==> config.mk <==
export PLATFORM = sky130hd
export DESIGN_NAME = i2c_regptr_target
export DESIGN_NICKNAME = d
export VERILOG_FILES = /design/src/rtl/i2c_rp_pkg.sv /design/src/rtl/i2c_rp_sync.sv /design/src/rtl/i2c_rp_regfile.sv /design/src/rtl/i2c_rp_ctrl.sv /design/src/rtl/i2c_regptr_target.sv
export SDC_FILE = /design/constraint.sdc
export NUM_CORES = 1
export LEC_CHECK = 0
export BUFFER_PORTS_ARGS = -buffer_cell sky130_fd_sc_hd__buf_2
export CORE_MARGIN = 2
export CORE_UTILIZATION = 59
export CTS_BUF_LIST = sky130_fd_sc_hd__clkbuf_2 sky130_fd_sc_hd__clkbuf_4 sky130_fd_sc_hd__clkbuf_8
export DETAILED_ROUTE_END_ITERATION = 16
export PLACE_DENSITY = 0.75
export REMOVE_ABC_BUFFERS = 1
export SETUP_SLACK_MARGIN = 0.4
export SYNTH_ARGS = -nofsm -noshare
export SYNTH_HDL_FRONTEND = slang
export SYNTH_HIERARCHICAL = 1
export SYNTH_SLANG_ARGS = --single-unit
==> constraint.sdc <==
create_clock -name clk -period 2.45 [get_ports clk]
set_input_delay 0.245 -clock clk [delete_from_list [all_inputs] [get_ports clk]]
set_output_delay 0.245 -clock clk [all_outputs]
set_load 0.05 [all_outputs]
==> src/rtl/i2c_rp_pkg.sv <==
package i2c_rp_pkg;

  typedef enum logic [3:0] {
    ST_IDLE,
    ST_DEV,
    ST_DEV_ACK,
    ST_MEM,
    ST_MEM_ACK,
    ST_WR,
    ST_WR_ACK,
    ST_RD,
    ST_RD_ACK,
    ST_IGNORE
  } rp_state_e;

  // Address byte carries the target address in bits 7:1.
  function automatic logic dev_hit(input logic [7:0] b, input logic [6:0] dev);
    return b[7:1] == dev;
  endfunction

  // Direction flag: 1 selects a read transfer.
  function automatic logic dir_is_read(input logic [7:0] b);
    return b[0];
  endfunction

  // Counter advance with wrap at the array depth.
  function automatic int unsigned step_wrap(input int unsigned p, input int unsigned depth);
    return (p + 1 >= depth) ? 0 : p + 1;
  endfunction

  // Memory address byte folded into the array range.
  function automatic int unsigned fold_addr(input logic [7:0] b, input int unsigned depth);
    return 32'(b) % depth;
  endfunction

endpackage

==> src/rtl/i2c_rp_sync.sv <==
module i2c_rp_sync #(
  parameter int STAGES = 2
) (
  input  logic clk,
  input  logic rst_n,
  input  logic scl_in,
  input  logic sda_in,
  output logic scl_s,
  output logic sda_s,
  output logic scl_rise,
  output logic scl_fall,
  output logic start_evt,
  output logic stop_evt
);

  localparam int LINES = 2;

  logic [LINES-1:0] raw;
  logic [LINES-1:0] now_v;
  logic [LINES-1:0] prev_q;

  assign raw = {scl_in, sda_in};

  for (genvar g = 0; g < LINES; g++) begin : g_line
    logic [STAGES-1:0] chain;
    always_ff @(posedge clk or negedge rst_n) begin
      if (!rst_n) chain <= '1;
      else        chain <= {chain[STAGES-2:0], raw[g]};
    end
    assign now_v[g] = chain[STAGES-1];
  end

  always_ff @(posedge clk or negedge rst_n) begin
    if (!rst_n) prev_q <= '1;
    else        prev_q <= now_v;
  end

  assign scl_s     = now_v[1];
  assign sda_s     = now_v[0];
  assign scl_rise  = now_v[1] & ~prev_q[1];
  assign scl_fall  = ~now_v[1] & prev_q[1];
  assign start_evt = now_v[1] & prev_q[1] & prev_q[0] & ~now_v[0];
  assign stop_evt  = now_v[1] & prev_q[1] & ~prev_q[0] & now_v[0];

endmodule

==> src/rtl/i2c_rp_regfile.sv <==
module i2c_rp_regfile #(
  parameter int DEPTH  = 16,
  parameter int AW     = 4,
  parameter bit EXT_WR = 1'b1
) (
  input  logic          clk,
  input  logic          rst_n,
  input  logic          bus_we,
  input  logic [AW-1:0] bus_addr,
  input  logic [7:0]    bus_wdata,
  input  logic          ext_we,
  input  logic [AW-1:0] ext_addr,
  input  logic [7:0]    ext_wdata,
  input  logic [AW-1:0] rd_addr,
  output logic [7:0]    rd_data
);

  logic [7:0]    mem [DEPTH];
  logic          we_sel;
  logic [AW-1:0] addr_sel;
  logic [7:0]    data_sel;

  if (EXT_WR) begin : g_ext
    // Host port wins a same-cycle collision.
    assign we_sel   = ext_we | bus_we;
    assign addr_sel = ext_we ? ext_addr  : bus_addr;
    assign data_sel = ext_we ? ext_wdata : bus_wdata;
  end else begin : g_noext
    logic ext_unused;
    assign ext_unused = ^{ext_we, ext_addr, ext_wdata};
    assign we_sel   = bus_we;
    assign addr_sel = bus_addr;
    assign data_sel = bus_wdata;
  end

  always_ff @(posedge clk or negedge rst_n) begin
    if (!rst_n) begin
      for (int i = 0; i < DEPTH; i++) mem[i] <= 8'h00;
    end else if (we_sel) begin
      mem[addr_sel] <= data_sel;
    end
  end

  assign rd_data = mem[rd_addr];

endmodule

==> src/rtl/i2c_rp_ctrl.sv <==
module i2c_rp_ctrl
  import i2c_rp_pkg::*;
#(
  parameter logic [6:0] DEV_ADDR  = 7'h34,
  parameter int         DEPTH     = 16,
  parameter int         MAX_BURST = 8,
  parameter int         AW        = 4,
  parameter int         BW        = 4
) (
  input  logic          clk,
  input  logic          rst_n,
  input  logic          sda_s,
  input  logic          scl_rise,
  input  logic          scl_fall,
  input  logic          start_evt,
  input  logic          stop_evt,
  input  logic [7:0]    rd_data,
  output logic          sda_oe,
  output logic [AW-1:0] ptr,
  output logic          wr_stb,
  output logic [AW-1:0] wr_addr,
  output logic [7:0]    wr_data,
  output logic [BW-1:0] burst_cnt,
  output logic          ignoring,
  output logic          bus_idle
);

  rp_state_e  st;
  logic [2:0] cnt;
  logic [7:0] sh;
  logic       byte_full;
  logic       rd_dir;
  logic       m_ack;
  logic       rx_state;

  assign rx_state = (st == ST_DEV) || (st == ST_MEM) || (st == ST_WR);
  assign ignoring = (st == ST_IGNORE);
  assign bus_idle = (st == ST_IDLE);

  always_ff @(posedge clk or negedge rst_n) begin
    if (!rst_n) begin
      st        <= ST_IDLE;
      cnt       <= 3'd0;
      sh        <= 8'h00;
      byte_full <= 1'b0;
      rd_dir    <= 1'b0;
      m_ack     <= 1'b0;
      sda_oe    <= 1'b0;
      ptr       <= '0;
      wr_stb    <= 1'b0;
      wr_addr   <= '0;
      wr_data   <= 8'h00;
      burst_cnt <= '0;
    end else begin
      wr_stb <= 1'b0;
      if (start_evt) begin
        st        <= ST_DEV;
        cnt       <= 3'd0;
        byte_full <= 1'b0;
        sda_oe    <= 1'b0;
        burst_cnt <= '0;
      end else if (stop_evt) begin
        st        <= ST_IDLE;
        byte_full <= 1'b0;
        sda_oe    <= 1'b0;
      end else if (rx_state) begin
        if (scl_rise) begin
          sh  <= {sh[6:0], sda_s};
          cnt <= cnt + 3'd1;
          if (cnt == 3'd7) byte_full <= 1'b1;
        end else if (scl_fall && byte_full) begin
          byte_full <= 1'b0;
          case (st)
            ST_DEV: begin
              if (dev_hit(sh, DEV_ADDR)) begin
                rd_dir <= dir_is_read(sh);
                sda_oe <= 1'b1;
                st     <= ST_DEV_ACK;
              end else begin
                st <= ST_IGNORE;
              end
            end
            ST_MEM: begin
              ptr    <= AW'(fold_addr(sh, DEPTH));
              sda_oe <= 1'b1;
              st     <= ST_MEM_ACK;
            end
            default: begin
              if (burst_cnt < BW'(MAX_BURST)) begin
                wr_stb    <= 1'b1;
                wr_addr   <= ptr;
                wr_data   <= sh;
                ptr       <= AW'(step_wrap(32'(ptr), DEPTH));
                burst_cnt <= burst_cnt + BW'(1);
                sda_oe    <= 1'b1;
              end else begin
                sda_oe <= 1'b0;
              end
              st <= ST_WR_ACK;
            end
          endcase
        end
      end else begin
        case (st)
          ST_DEV_ACK: begin
            if (scl_fall) begin
              cnt <= 3'd0;
              if (rd_dir) begin
                sh     <= rd_data;
                sda_oe <= ~rd_data[7];
                st     <= ST_RD;
              end else begin
                sda_oe <= 1'b0;
                st     <= ST_MEM;
              end
            end
          end
          ST_MEM_ACK, ST_WR_ACK: begin
            if (scl_fall) begin
              sda_oe <= 1'b0;
              cnt    <= 3'd0;
              st     <= ST_WR;
            end
          end
          ST_RD: begin
            if (scl_fall) begin
              if (cnt == 3'd7) begin
                sda_oe <= 1'b0;
                ptr    <= AW'(step_wrap(32'(ptr), DEPTH));
                st     <= ST_RD_ACK;
              end else begin
                sh     <= {sh[6:0], 1'b0};
                sda_oe <= ~sh[6];
                cnt    <= cnt + 3'd1;
              end
            end
          end
          ST_RD_ACK: begin
            if (scl_rise) begin
              m_ack <= ~sda_s;
            end else if (scl_fall) begin
              if (m_ack) begin
                sh     <= rd_data;
                sda_oe <= ~rd_data[7];
                cnt    <= 3'd0;
                st     <= ST_RD;
              end else begin
                st <= ST_IGNORE;
              end
            end
          end
          default: ;
        endcase
      end
    end
  end

endmodule

==> src/rtl/i2c_regptr_target.sv <==
module i2c_regptr_target #(
  parameter logic [6:0] DEV_ADDR    = 7'b0110100,
  parameter int         REG_DEPTH   = 16,
  parameter int         MAX_BURST   = 8,
  parameter int         SYNC_STAGES = 2,
  parameter bit         EXT_WR_EN   = 1'b1,
  localparam int        AW          = $clog2(REG_DEPTH),
  localparam int        BW          = $clog2(MAX_BURST + 1)
) (
  input  logic          clk,
  input  logic          rst_n,
  input  logic          scl_in,
  input  logic          sda_in,
  output logic          sda_oe,
  input  logic          ext_we,
  input  logic [AW-1:0] ext_addr,
  input  logic [7:0]    ext_wdata
);

  logic          scl_s, sda_s, scl_rise, scl_fall, start_evt, stop_evt;
  logic [7:0]    rd_data;
  logic [AW-1:0] ptr;
  logic          wr_stb;
  logic [AW-1:0] wr_addr;
  logic [7:0]    wr_data;
  logic [BW-1:0] burst_cnt;
  logic          ignoring;
  logic          bus_idle;

  i2c_rp_sync #(.STAGES(SYNC_STAGES)) u_sync (
    .clk(clk), .rst_n(rst_n), .scl_in(scl_in), .sda_in(sda_in),
    .scl_s(scl_s), .sda_s(sda_s), .scl_rise(scl_rise), .scl_fall(scl_fall),
    .start_evt(start_evt), .stop_evt(stop_evt)
  );

  i2c_rp_ctrl #(
    .DEV_ADDR(DEV_ADDR), .DEPTH(REG_DEPTH), .MAX_BURST(MAX_BURST), .AW(AW), .BW(BW)
  ) u_ctrl (
    .clk(clk), .rst_n(rst_n), .sda_s(sda_s), .scl_rise(scl_rise), .scl_fall(scl_fall),
    .start_evt(start_evt), .stop_evt(stop_evt), .rd_data(rd_data),
    .sda_oe(sda_oe), .ptr(ptr), .wr_stb(wr_stb), .wr_addr(wr_addr), .wr_data(wr_data),
    .burst_cnt(burst_cnt), .ignoring(ignoring), .bus_idle(bus_idle)
  );

  i2c_rp_regfile #(.DEPTH(REG_DEPTH), .AW(AW), .EXT_WR(EXT_WR_EN)) u_regs (
    .clk(clk), .rst_n(rst_n), .bus_we(wr_stb), .bus_addr(wr_addr), .bus_wdata(wr_data),
    .ext_we(ext_we), .ext_addr(ext_addr), .ext_wdata(ext_wdata),
    .rd_addr(ptr), .rd_data(rd_data)
  );

endmodule

* Yosys cells after proc, flatten, opt, wreduce, memory -nomap -nowiden
Cells that the tools add are included.
Storage, ports and cells: output and inout port bits 1, bits of input ports 17, logic and storage cells 221, register bits 174
Operators by class: multiplexer cells 90, equal/unequal tests 43, order comparisons 5, reduce and logical (&&, ||, !) cells 28, bitwise operators 21, add/subtract/negate cells 3
Operators with widths (number):
- 128-bit bitwise mux | 1
- 4-bit two-way mux | 29
- 8-bit two-way mux | 13
- 3-bit two-way mux | 11
- 8-bit binary-select mux with 4-bit select | 1
- 8-bit demux with 4-bit select | 1
- 5-bit by 3-bit inequality test with 1-bit output (second input constant) | 6
- 1-bit two-way mux | 27
- 9-bit AND reduction | 3
- 8-bit one-hot mux with 3 select lines | 1
- 4-bit by 3-bit equality test with 1-bit output (second input constant) | 4
- 4-bit by 3-bit inequality test with 1-bit output (second input constant) | 4
- 4-bit one-hot mux with 2 select lines | 2
- 4-bit one-hot mux with 4 select lines | 1
- 5-bit greater-or-equal comparator (second input constant) | 3
- 7-bit AND reduction | 2
- 3-bit by 2-bit inequality test with 1-bit output (second input constant) | 4
- 4-bit inequality test (second input constant) | 3
- 2-bit nonzero test | 6
- 1-bit inverter | 11
- 11-bit AND reduction | 1
- 2-bit inequality test (second input constant) | 5
- 4-bit inverter with 5-bit output | 2
- 10-bit AND reduction | 1
- other kinds (32) | 48

* Logic depth before layout (Yosys ltp)
Gate-level depths: netlist (run 1).
depth in word-level cells 12, mapped depth 10

* Modules after synthesis
Netlist (run 1), hierarchy kept.
By module, submodules not included:
- i2c_rp_regfile | area an instance 6256.0 um2, times used 1, cells each 389
- i2c_rp_ctrl | area an instance 2442.3 um2, times used 1, cells each 252
- i2c_rp_sync | area an instance 190.2 um2, times used 1, cells each 10

* Least setup slack after synthesis (run 1)
No wires, ideal clock.
kind reg2reg, start register u_ctrl.ptr[0], end register u_ctrl.sda_oe, stages on the path, launching flop included 10, arrival time 2.428 ns, path buffers 2, setup time 0.079 ns, setup slack -0.057 ns, required time 2.371 ns, cells stage by stage dfrtp_1 -> clkbuf_1 -> buf_2 -> mux4_2 -> a22oi_1 -> nand2_1 -> or3_1 -> a21oi_1 -> o221ai_1 -> mux2i_1
On the way: longest elaborated chain between the ends 12, elaborated cells between the ends (all ways) 14, those cells by class mux: 12; bitwise: 2
Ends and longest elaborated chain:
- start, declared | RTL line i2c_rp_ctrl.sv:19 | output logic [AW-1:0] ptr,
- start signal, assigned | RTL line i2c_rp_ctrl.sv:84 | ptr <= AW'(fold_addr(sh, DEPTH));
- start signal, assigned | RTL line i2c_rp_ctrl.sv:93 | ptr <= AW'(step_wrap(32'(ptr), DEPTH));
- start signal, assigned | RTL line i2c_rp_ctrl.sv:129 | ptr <= AW'(step_wrap(32'(ptr), DEPTH));
- 4-bit inverter with 5-bit output (not written as such) * | RTL line i2c_rp_regfile.sv:44 | assign rd_data = mem[rd_addr];
- 8-bit binary-select mux with 4-bit select * | RTL line i2c_rp_regfile.sv:44
- 8-bit two-way mux (not written as such) * (2 in a row) | RTL line i2c_rp_regfile.sv:44
- via rd_data[7] | RTL line i2c_regptr_target.sv:21 | logic [7:0] rd_data;
- 1-bit inverter * | RTL line i2c_rp_ctrl.sv:110, i2c_rp_ctrl.sv:144
- 1-bit two-way mux | RTL line i2c_rp_ctrl.sv:142 | if (m_ack) begin
- 1-bit two-way mux | RTL line i2c_rp_ctrl.sv:141 | end else if (scl_fall) begin
- 1-bit two-way mux | RTL line i2c_rp_ctrl.sv:139 | if (scl_rise) begin
- 1-bit one-hot mux with 4 select lines * | RTL line i2c_rp_ctrl.sv:104 | case (st)
- 1-bit two-way mux * | RTL line i2c_rp_ctrl.sv:66 | end else if (rx_state) begin
- 1-bit two-way mux * | RTL line i2c_rp_ctrl.sv:62 | end else if (stop_evt) begin
- 1-bit two-way mux * | RTL line i2c_rp_ctrl.sv:56 | if (start_evt) begin
- end signal, assigned | RTL line i2c_rp_ctrl.sv:110 | sda_oe <= ~rd_data[7];
- end signal, assigned | RTL line i2c_rp_ctrl.sv:133 | sda_oe <= ~sh[6];
- end signal, assigned | RTL line i2c_rp_ctrl.sv:144 | sda_oe <= ~rd_data[7];
- end, declared | RTL line i2c_rp_ctrl.sv:18 | output logic sda_oe,
The timed path passes the listed nets; every way through them passes the cells marked *. The select of a mux whose other input is x is not followed. A chain may end at the register's enable or synchronous reset.

* Worst setup path in the final report (run 1)
Ends and elaborated chain as after synthesis.

==> results of run 1 <==
## how the worst max path moves through the flow
stage	end	slack, ps	from
finish	u_ctrl/sda_oe	310	u_ctrl/ptr[0]
global route	u_ctrl/sda_oe	220	u_ctrl/ptr[0]
CTS	u_ctrl/sh[0]	310	u_ctrl/ptr[0]
detailed placement	u_ctrl/sh[0]	100	u_ctrl/ptr[0]
global placement	u_ctrl/sh[0]	130	u_ctrl/ptr[0]
floorplan	u_ctrl/sda_oe	-700	u_ctrl/ptr[0]
## registers in the layout, indices dropped and copies added (netlist names)
register,cells
u_ctrl/cnt,3
u_ctrl/m_ack,1
u_ctrl/byte_full,1
u_ctrl/rd_dir,1
u_ctrl/ptr,4
u_ctrl/st,4
u_ctrl/wr_data,8
u_ctrl/sh,8
u_regs/mem,128
u_ctrl/burst_cnt,4
u_sync/prev_q,2
u_ctrl/sda_oe,1
u_sync/g_line.chain,4
u_ctrl/wr_addr,4
u_ctrl/wr_stb,1
## layer usage
metal	track usage, %	share of wire [%]	up-vias	wire length, um
met5	0	0	-	0
met4	8.53	2.2	0	466
met3	5.86	5.5	40	1180
met2	44.5	48	200	10300
met1	38.9	44	3076	9460
li1	-	-	2583	-
## cell type report
| cell class | instances | share of cell area, % |
|---|---|---|
| flip-flops and latches | 174 | 42.1 |
| clock buffers | 19 | 2.46 |
| well taps | 184 | 2.22 |
| multi-input cells | 429 | 43.8 |
| clock inverters | 13 | 2.03 |
| repair buffers | 84 | 7.17 |
| inverters | 6 | 0.217 |
## through the flow
stage                     hold slack (ps)  cells  utilization (%)  worst slack, ps  total power [mW]
final                                 359    909             70.9              307              7.11
after global placement                335    844             63.3              129              4.59
after CTS                             366    897             68.9              310              7.08
after detailed placement              320    844             63.3              101              4.67
after floorplan                     -50.6    609                -             -704              4.24
after global routing                  370    909             70.9              220              7.42
## power by group through the flow
stage	registers (mW)	clock network, mW	logic, mW
final	3.55	2.30	1.26
after global routing	3.59	2.46	1.37
after CTS	3.54	2.33	1.21
after detailed placement	3.59	0	1.08
after global placement	3.56	0	1.03
after floorplan	3.48	0	0.762
## worst reg2reg max path, cell delays in order (launching register included)
cell      delay (ps)
dfrtp_2          390
buf_12           130
mux4_2           510
a22oi_2          200
nand2_2          110
or3_1            330
a21oi_2          150
o221ai_2         100
mux2i_1          150
## placed cells by master, fill, tap and decap left out, drive strengths merged, types with 4 or more instances in the layout
cell type and instances:
and3b 5, nand3b 7, a22oi 31, bufinv 5
nor2 13, dfrtp 168, nor4 4, nor3 7
mux2 158, nand2b 10, nand3 7, nor2b 8
nand2 38, inv 9, o22ai 7, or3b 5
ha 4, a21oi 21, clkbuf 19, mux2i 4
o21ai 9, dfstp 6, mux4 32, buf 81
## repair_timing
action                                  CTS  global route
pin swaps                                16            11
resized for setup                        45            33
setup buffers                            17            12
endpoints found under the hold margin    72             0
cloned                                    1             0
hold buffers                              3             0
endpoints found under the setup margin   60            58
==> metrics, run 1 <==
CTS buffer count=17; port bufs=17; Peak Freq=between 400 and 500 MHz; Worst Max-Slew Pin Slew=772 ps; root buf cell=clkbuf_8; die height=between 100 and 150 um; Starting Density=between 60% and 70%; final setup fails=0; final-stage net count=733; Reg area=between 0.004 and 0.005 sq mm; I/O Pins=18; crit end category=flip-flop; Ys Warns=6; register clock-pin slew on the reported worst setup and hold paths=90 ps; worst path bufs/invs=1; reg-to-reg setup timing slack=a little over 300 ps; share of cells above drive strength 1=about half; Clock Sinks=between 150 and 200; RSZ-0062 raised after global routing=yes; die area=~0.016 sq mm; fin crit share=a little under 90%; CP Launch Type=flip-flop; Final Cell Area=0.0104 sq mm; number of global-route vias before repair=6233; cells along the critical path=buf_12 > mux4_2 > a22oi_2 > nand2_2 > or3_1 > a21oi_2 > o221ai_2 > mux2i_1; Reg-to-Reg End=u_ctrl/sda_oe; DR pass1 iterations=5; Clock Skew=around 7.1 ps; Worst R2R Path Depth=8; synth-to-layout area growth=16.9%; CP max stage cell=mux4_2; routability cong.=a little over 0.9; Flop pwr share=50.0%; minimum period implied by the final worst setup slack=approximately 2100 ps; WP data required=2830 ps; global-route wire length before repair=34100 um; Hold Fails Final Rpt=0; Final Max Slew Viols=0; CTS tree=built; vias=between 5000 and 6000; grt ovf=0; Iter 0 DRT Violations=about 590; crit-path max FO=6; Max rail drop VDD=just over 0.0005 V; ANT nets after route=0; Avg WL per Cell=23.5 um; Setup TNS=0 ps; CTS Buffer Depth=2; Power Density=~680 mW/mm^2; internal power=roughly 5.2 mW; Layout fillers=roughly 990; Multi-input gate area=between 0.004 and 0.005 sq mm; H-tree depth=4; largest net degree at the start of global routing=84; syn avg cell area=13.7 sq um; maxcap violations=0; post-synthesis instance total=649; family with the most delay on the worst path=multiplexers; number of antenna violations at the first check in global routing=0; Worst EP arrival=between 2000 and 3000 ps; DRC=0; Row Count=44; CP max stage delay=between 500 and 600 ps; placed wire-length estimate=about 14000 um; clock latency on the worst-skew pair=450 ps; Post-Syn Area=just under 0.009 sq mm; Gate power share=roughly 18%; DRT Wirelength=21400 um; Via density=~6.5; ant diodes=0; All-Layer GR Usage=roughly 28%; Slew headroom=between 40% and 50%; worst r2r src=u_ctrl/ptr[0]; WP depth=8; Static Leakage=4.65 nW; die width=127 um; HP Class=in2async; Net Sw Frac=a little over a quarter; Crit Path Category=reg2reg; status=completed; Clock power frac=~32%; Core Region=between 0.01 and 0.015 sq mm; NetSw=1.90 mW; Area after DPL=around 0.0093 sq mm
No activity file was read; power rests on OpenSTA's default activity.
==> run 2: changes to the inputs <==
Settings changed: ABC_AREA set to 1, SKIP_LAST_GASP set to 1.
==> metrics, run 2 <==
number of antenna violations at the first check in global routing=0 (unchanged); fin crit share=79.5% (-7.9 points); Clock power frac=19.7% (-13 points); port bufs=17 (unchanged); DRC=0 (unchanged); CP max stage cell=dfrtp_1; Clock Sinks=174 (unchanged); GRT busiest layer=met2; Gate power share=44.3% (+27 points); post-synthesis instance total=1358 (+110%); CTS tree=built; Clock Skew=12.7 ps (+5.65 ps); Setup TNS=0 ps (unchanged); die height=132 um (+3.9%); GR Layer Usage met3=6.10% (+0.23 points); commonest cells after routing, fill and taps aside=nand2_1 (639), nand3_1 (178), dfrtp_1 (167), inv_1 (139), nor2_1 (38); die area=0.0173 sq mm (+8.0%); global-route wire length before repair=41700 um (+22%); CP max stage delay=390 ps (-120 ps); worst r2r src=u_ctrl/ptr[1]; Setup crit start=u_ctrl/ptr[1]; final-stage net count=1406 (+92%); Row Count=46 (+4.5%); worst hold margin=326 ps (-33.6 ps); Worst Max-Slew Pin Slew=775 ps (+2.28 ps); vias=8756 (+48%); crit-path max FO=16 (+10); largest net degree at the start of global routing=69 (-18%); NetSw=4.33 mW (+130%); max reg flops=128 (unchanged); CP Launch Type=flip-flop; Iter 0 DRT Violations=911 (+54%); Worst R2R Path Depth=13 (+5); cells along the critical path=inv_1 > buf_12 > nand3_1 > nand3_1 > nand3_1 > nand2_1 > nor2_1 > nand3_1 > nand3_1 > nand2_1 > inv_1 > nand4_1 > nand2_1; clock latency on the worst-skew pair=460 ps (about the same); share of cells above drive strength 1=12.7% (-38 points); syn avg cell area=7.08 sq um (-48%); DRT Wirelength=25800 um (+21%); final setup fails=0 (unchanged); All-Layer GR Usage=30.3% (+2.5 points); ant diodes=0 (unchanged); crit end category=flip-flop; Worst EP arrival=2310 ps (-210 ps); Net Sw Frac=43.9% (+17 points); Hold Fails Final Rpt=0 (unchanged); Flop pwr share=36.0% (-14 points); Final Max Slew Viols=0 (unchanged); Top reg by flops=u_regs/mem; ANT nets after route=0 (unchanged); routability cong.=0.932 (+1.2%); grt ovf=0 (unchanged); Slew headroom=48.2% (-0.28 points); top flop regs=u_regs/mem: 128 flops, u_ctrl/sh: 8 flops, u_ctrl/wr_data: 8 flops; maxcap violations=0 (unchanged); Static Leakage=5.75 nW (+24%); met2 Track Usage GR=44.8% (+0.31 points); Post-Syn Area=0.00961 sq mm (+8.2%); Starting Density=60.5% (-0.15 points); Most common cell on crit path=nand3_1; CTS Buffer Depth=2 (unchanged); Placed Cells=1570 (+86%); HP Class=in2async; non-filler cells, final=1614 (+78%); GRT met1 Usage=44.8% (+5.9 points); Core Region=0.0159 sq mm (+8.5%); commonest non-fill, non-tap cell in the layout=nand2_1; register clock-pin slew on the reported worst setup and hold paths=100 ps (about the same); CTS buffer count=17 (unchanged); Peak Freq=513 MHz (+10%); H-tree depth=4 (unchanged); Ys Warns=6 (unchanged); Power Density=939 mW/mm^2 (+37%); synth-to-layout area growth=9.34%; Avg WL per Cell=16.0 um (-32%); placed wire-length estimate=16900 um (+21%); Via density=5.43 (-16%); root buf cell=clkbuf_8; WP data required=2820 ps (about the same); reg-to-reg setup timing slack=500 ps (+190 ps); I/O Pins=18 (unchanged); Area after DPL=0.00996 sq mm (+7.5%); Final Cell Area=0.0105 sq mm (+1.2%); die width=132 um (+3.9%); minimum period implied by the final worst setup slack=1950 ps (-195 ps); Max rail drop VDD=0.000574 V (+13%); status=completed; number of global-route vias before repair=8089 (+30%); Crit Path Category=reg2reg; DR pass1 iterations=6 (+1); RSZ-0062 raised after global routing=yes; internal power=5.54 mW (+6.2%)
[run 2: final timing paths]
| kind | end |
|---|---|
| worst min-delay path | u_regs/mem[34] |
| max in group asynchronous | u_regs/mem[71] |
| worst max register to register | u_ctrl/sda_oe |
| min in group clk | u_sync/g_line[1].chain[1] |
| worst min register to register | u_sync/g_line[1].chain[1] |
| worst max-delay path | u_ctrl/sda_oe |
[run 2: power groups by stage]
stage | Combinational [mW] | Clock (mW) | Sequential, mW
final | 4.37 | 1.95 | 3.55
after global routing | 4.85 | 2.10 | 3.60
after CTS | 4.09 | 1.99 | 3.52
after detailed placement | 4.06 | 0 | 3.58
after global placement | 4.03 | 0 | 3.56
after floorplan | 2.69 | 0 | 3.69
[run 2: through the flow]
stage               worst slack [ps]  utilization, %  power [mW]
floorplan                       -531               -        6.38
global placement                 315            62.7        7.59
detailed placement               290            62.7        7.64
CTS                              428            65.3        9.60
global route                     382            66.1        10.5
finish                           502            66.1        9.87
[run 2: per-layer routing]
metal | part of all wire (%) | up-vias
li1 | - | 4240
met1 | 44 | 4079
met2 | 44 | 378
met3 | 10 | 59
met4 | 2.4 | 0
met5 | 0 | -
[run 2: final cells by class]
cell class	count	area, sq um
clock buffers	18	241
clock inverters	14	135
fillers	1454	5380
inverters	154	588
multi-input cells	982	4420
flip-flops and latches	174	4360
well taps	216	270
repair buffers	56	489
[run 2: worst max-delay path: cells and delay by family (launching register included)]
family,cells,cell delay [ps]
AND/OR/NAND/NOR,10,940
flip-flops,1,390
buffers and inverters,3,520
[run 2: timing repair]
action,CTS,global route
gates cloned,0,2
buffers inserted,0,7
endpoints found under the setup margin,16,24
gates resized for setup,3,11
pin swaps,0,2
endpoints found under the hold margin,53,0
hold buffers,3,0
==> run 3: changes to the inputs <==
Settings changed: CORE_UTILIZATION 59 to 60, PLACE_DENSITY 0.75 to 0.73.
Clock period 2.45 ns to 1.9 ns, I/O delays scaled along.
==> metrics, run 3 (same netlist as run 2, synthesis figures left out) <==
cells along the critical path=inv_2 > nand2_2 > nor2_4 > buf_6 > nor4_4 > nand3_4 > buf_12 > o21ai_2; largest net degree at the start of global routing=52 (-25%); die width=131 um (-0.81%); register clock-pin slew on the reported worst setup and hold paths=100 ps (about the same); CP max stage cell=dfstp_2; Slew headroom=65.6% (+17 points); reg-to-reg setup timing slack=50 ps (-450 ps); max reg flops=128 (unchanged); final-stage net count=1468 (+4.4%); commonest cells after routing, fill and taps aside=nand2_1 (607), dfrtp_1 (163), nand3_1 (155), inv_1 (134), buf_4 (67); CTS tree=built; Iter 0 DRT Violations=1003 (+10%); HP Class=in2async; Via density=5.56 (+2.4%); port bufs=17 (unchanged); Hold Fails Final Rpt=0 (unchanged); number of global-route vias before repair=8526 (+5.4%); share of cells above drive strength 1=22.1% (+9.3 points); status=completed; Static Leakage=6.26 nW (+8.9%); Power Density=1230 mW/mm^2 (+31%); family with the most delay on the worst path=simple AND/OR/NAND/NOR gates; Row Count=46 (unchanged); Placed Cells=1595 (+1.6%); Clock Sinks=174 (unchanged); Core Util, Final=73.9% (+7.8 points); CTS buffer count=17 (unchanged); fin crit share=97.3% (+18 points); Clock Skew=15.7 ps (+2.95 ps); DR pass1 iterations=6 (unchanged); Crit Path Category=reg2reg; Reg-to-Reg End=u_ctrl/wr_addr[0]; top flop regs=u_regs/mem: 128 flops, u_ctrl/sh: 8 flops, u_ctrl/wr_data: 8 flops; grt ovf=0 (unchanged); Top reg by flops=u_regs/mem; RSZ-0062 raised after global routing=yes; CP max stage delay=560 ps (+170 ps); routability cong.=0.931 (-0.19%); Final Max Slew Viols=0 (unchanged); All-Layer GR Usage=33.1% (+2.8 points); Pwr Total=14.3 mW (+45%); non-filler cells, final=1676 (+3.8%); commonest non-fill, non-tap cell in the layout=nand2_1; Starting Density=60.9% (+0.44 points); root buf cell=clkbuf_8; Worst EP arrival=2220 ps (-90 ps); number of antenna violations at the first check in global routing=0 (unchanged); DRT Wirelength=28300 um (+9.8%); Max rail drop VDD=0.000642 V (+12%); die area=0.0170 sq mm (-1.6%); Worst Max-Slew Pin Slew=516 ps (-258 ps); DRC=0 (unchanged); crit end category=flip-flop; minimum period implied by the final worst setup slack=1850 ps (-100 ps); Layout fillers=1254 (-14%); CTS Buffer Depth=2 (unchanged); synth-to-layout area growth=21.3%; Peak Freq=541 MHz (+5.4%); Worst R2R Path Depth=8 (-5); Setup TNS=0 ps (unchanged); WP data required=2280 ps (-540 ps); die height=131 um (-0.81%); worst r2r src=u_sync/prev_q[0]; placed wire-length estimate=17400 um (+3.2%); Core Region=0.0158 sq mm (-0.72%); crit-path max FO=6 (-10); clock latency on the worst-skew pair=460 ps (about the same); ANT nets after route=0 (unchanged); maxcap violations=0 (unchanged); Avg WL per Cell=16.9 um (+5.8%); ant diodes=0 (unchanged); CP Launch Type=flip-flop; vias=9313 (+6.4%); worst path bufs/invs=3 (unchanged); global-route wire length before repair=43300 um (+4.0%); final setup fails=0 (unchanged); I/O Pins=18 (unchanged); worst hold margin=252 ps (-73.3 ps); H-tree depth=4 (unchanged)
==> run 3: final cells by class <==
| cell class | instances | area [sq um] | area share (%) |
|---|---|---|---|
| multi-input combinational | 983 | 4800 | 41.2 |
| sequential | 174 | 4370 | 37.5 |
| timing repair buffer | 117 | 1170 | 10.1 |
| inverter | 154 | 608 | 5.22 |
| tap | 216 | 270 | 2.32 |
| clock buffer | 20 | 269 | 2.31 |
| clock inverter | 12 | 161 | 1.38 |
==> run 3: per-stage QoR <==
step | cell area (sq um) | worst slack, ps
final | 11700 | 52.0
after global routing | 11700 | -1.02
after CTS | 11200 | 151
after detailed placement | 10200 | 85.8
after global placement | 10200 | 141
after floorplan | 9330 | -1080
==> run 3: how the worst max path moves through the flow <==
stage               slack, ps  cells past startpoint                end                       from
finish                     50                      8  u_ctrl/wr_addr[0]           u_sync/prev_q[0]
global placement          140                     10       u_ctrl/st[0]  u_sync/g_line[1].chain[1]
floorplan               -1080                     14      u_ctrl/sda_oe              u_ctrl/ptr[0]
detailed placement         90                     11      u_ctrl/cnt[2]               u_ctrl/st[0]
CTS                       150                     11      u_ctrl/ptr[1]  u_sync/g_line[0].chain[1]
global route               -1                     11      u_ctrl/ptr[2]  u_sync/g_line[0].chain[1]
==> run 3: power breakdown <==
part	switching, mW	total [mW]	leakage, nW	internal (mW)
Clock	1.40	2.80	0.209	1.40
Combinational	4.28	6.92	3.76	2.64
Sequential	0.387	4.60	2.29	4.21
Total	6.06	14.3	6.26	8.25
==> run 3: what timing repair did <==
item                       4_1_cts  5_1_grt
gates resized for setup         66       79
setup endpoints to repair       75      158
hold endpoints to repair        46        0
hold buffers                     3        0
buffers inserted                29       10
pin swaps                       20       24
cloned                           3        4
==> run 3: metal layers <==
metal / share of wire (%) / vias up / GRT usage (%)
li1: - / 4381 / -
met1: 41 / 4402 / 47.1
met2: 47 / 464 / 51.4
met3: 9.4 / 66 / 6.72
met4: 2.5 / 0 / 10.5
met5: 0 / - / 0
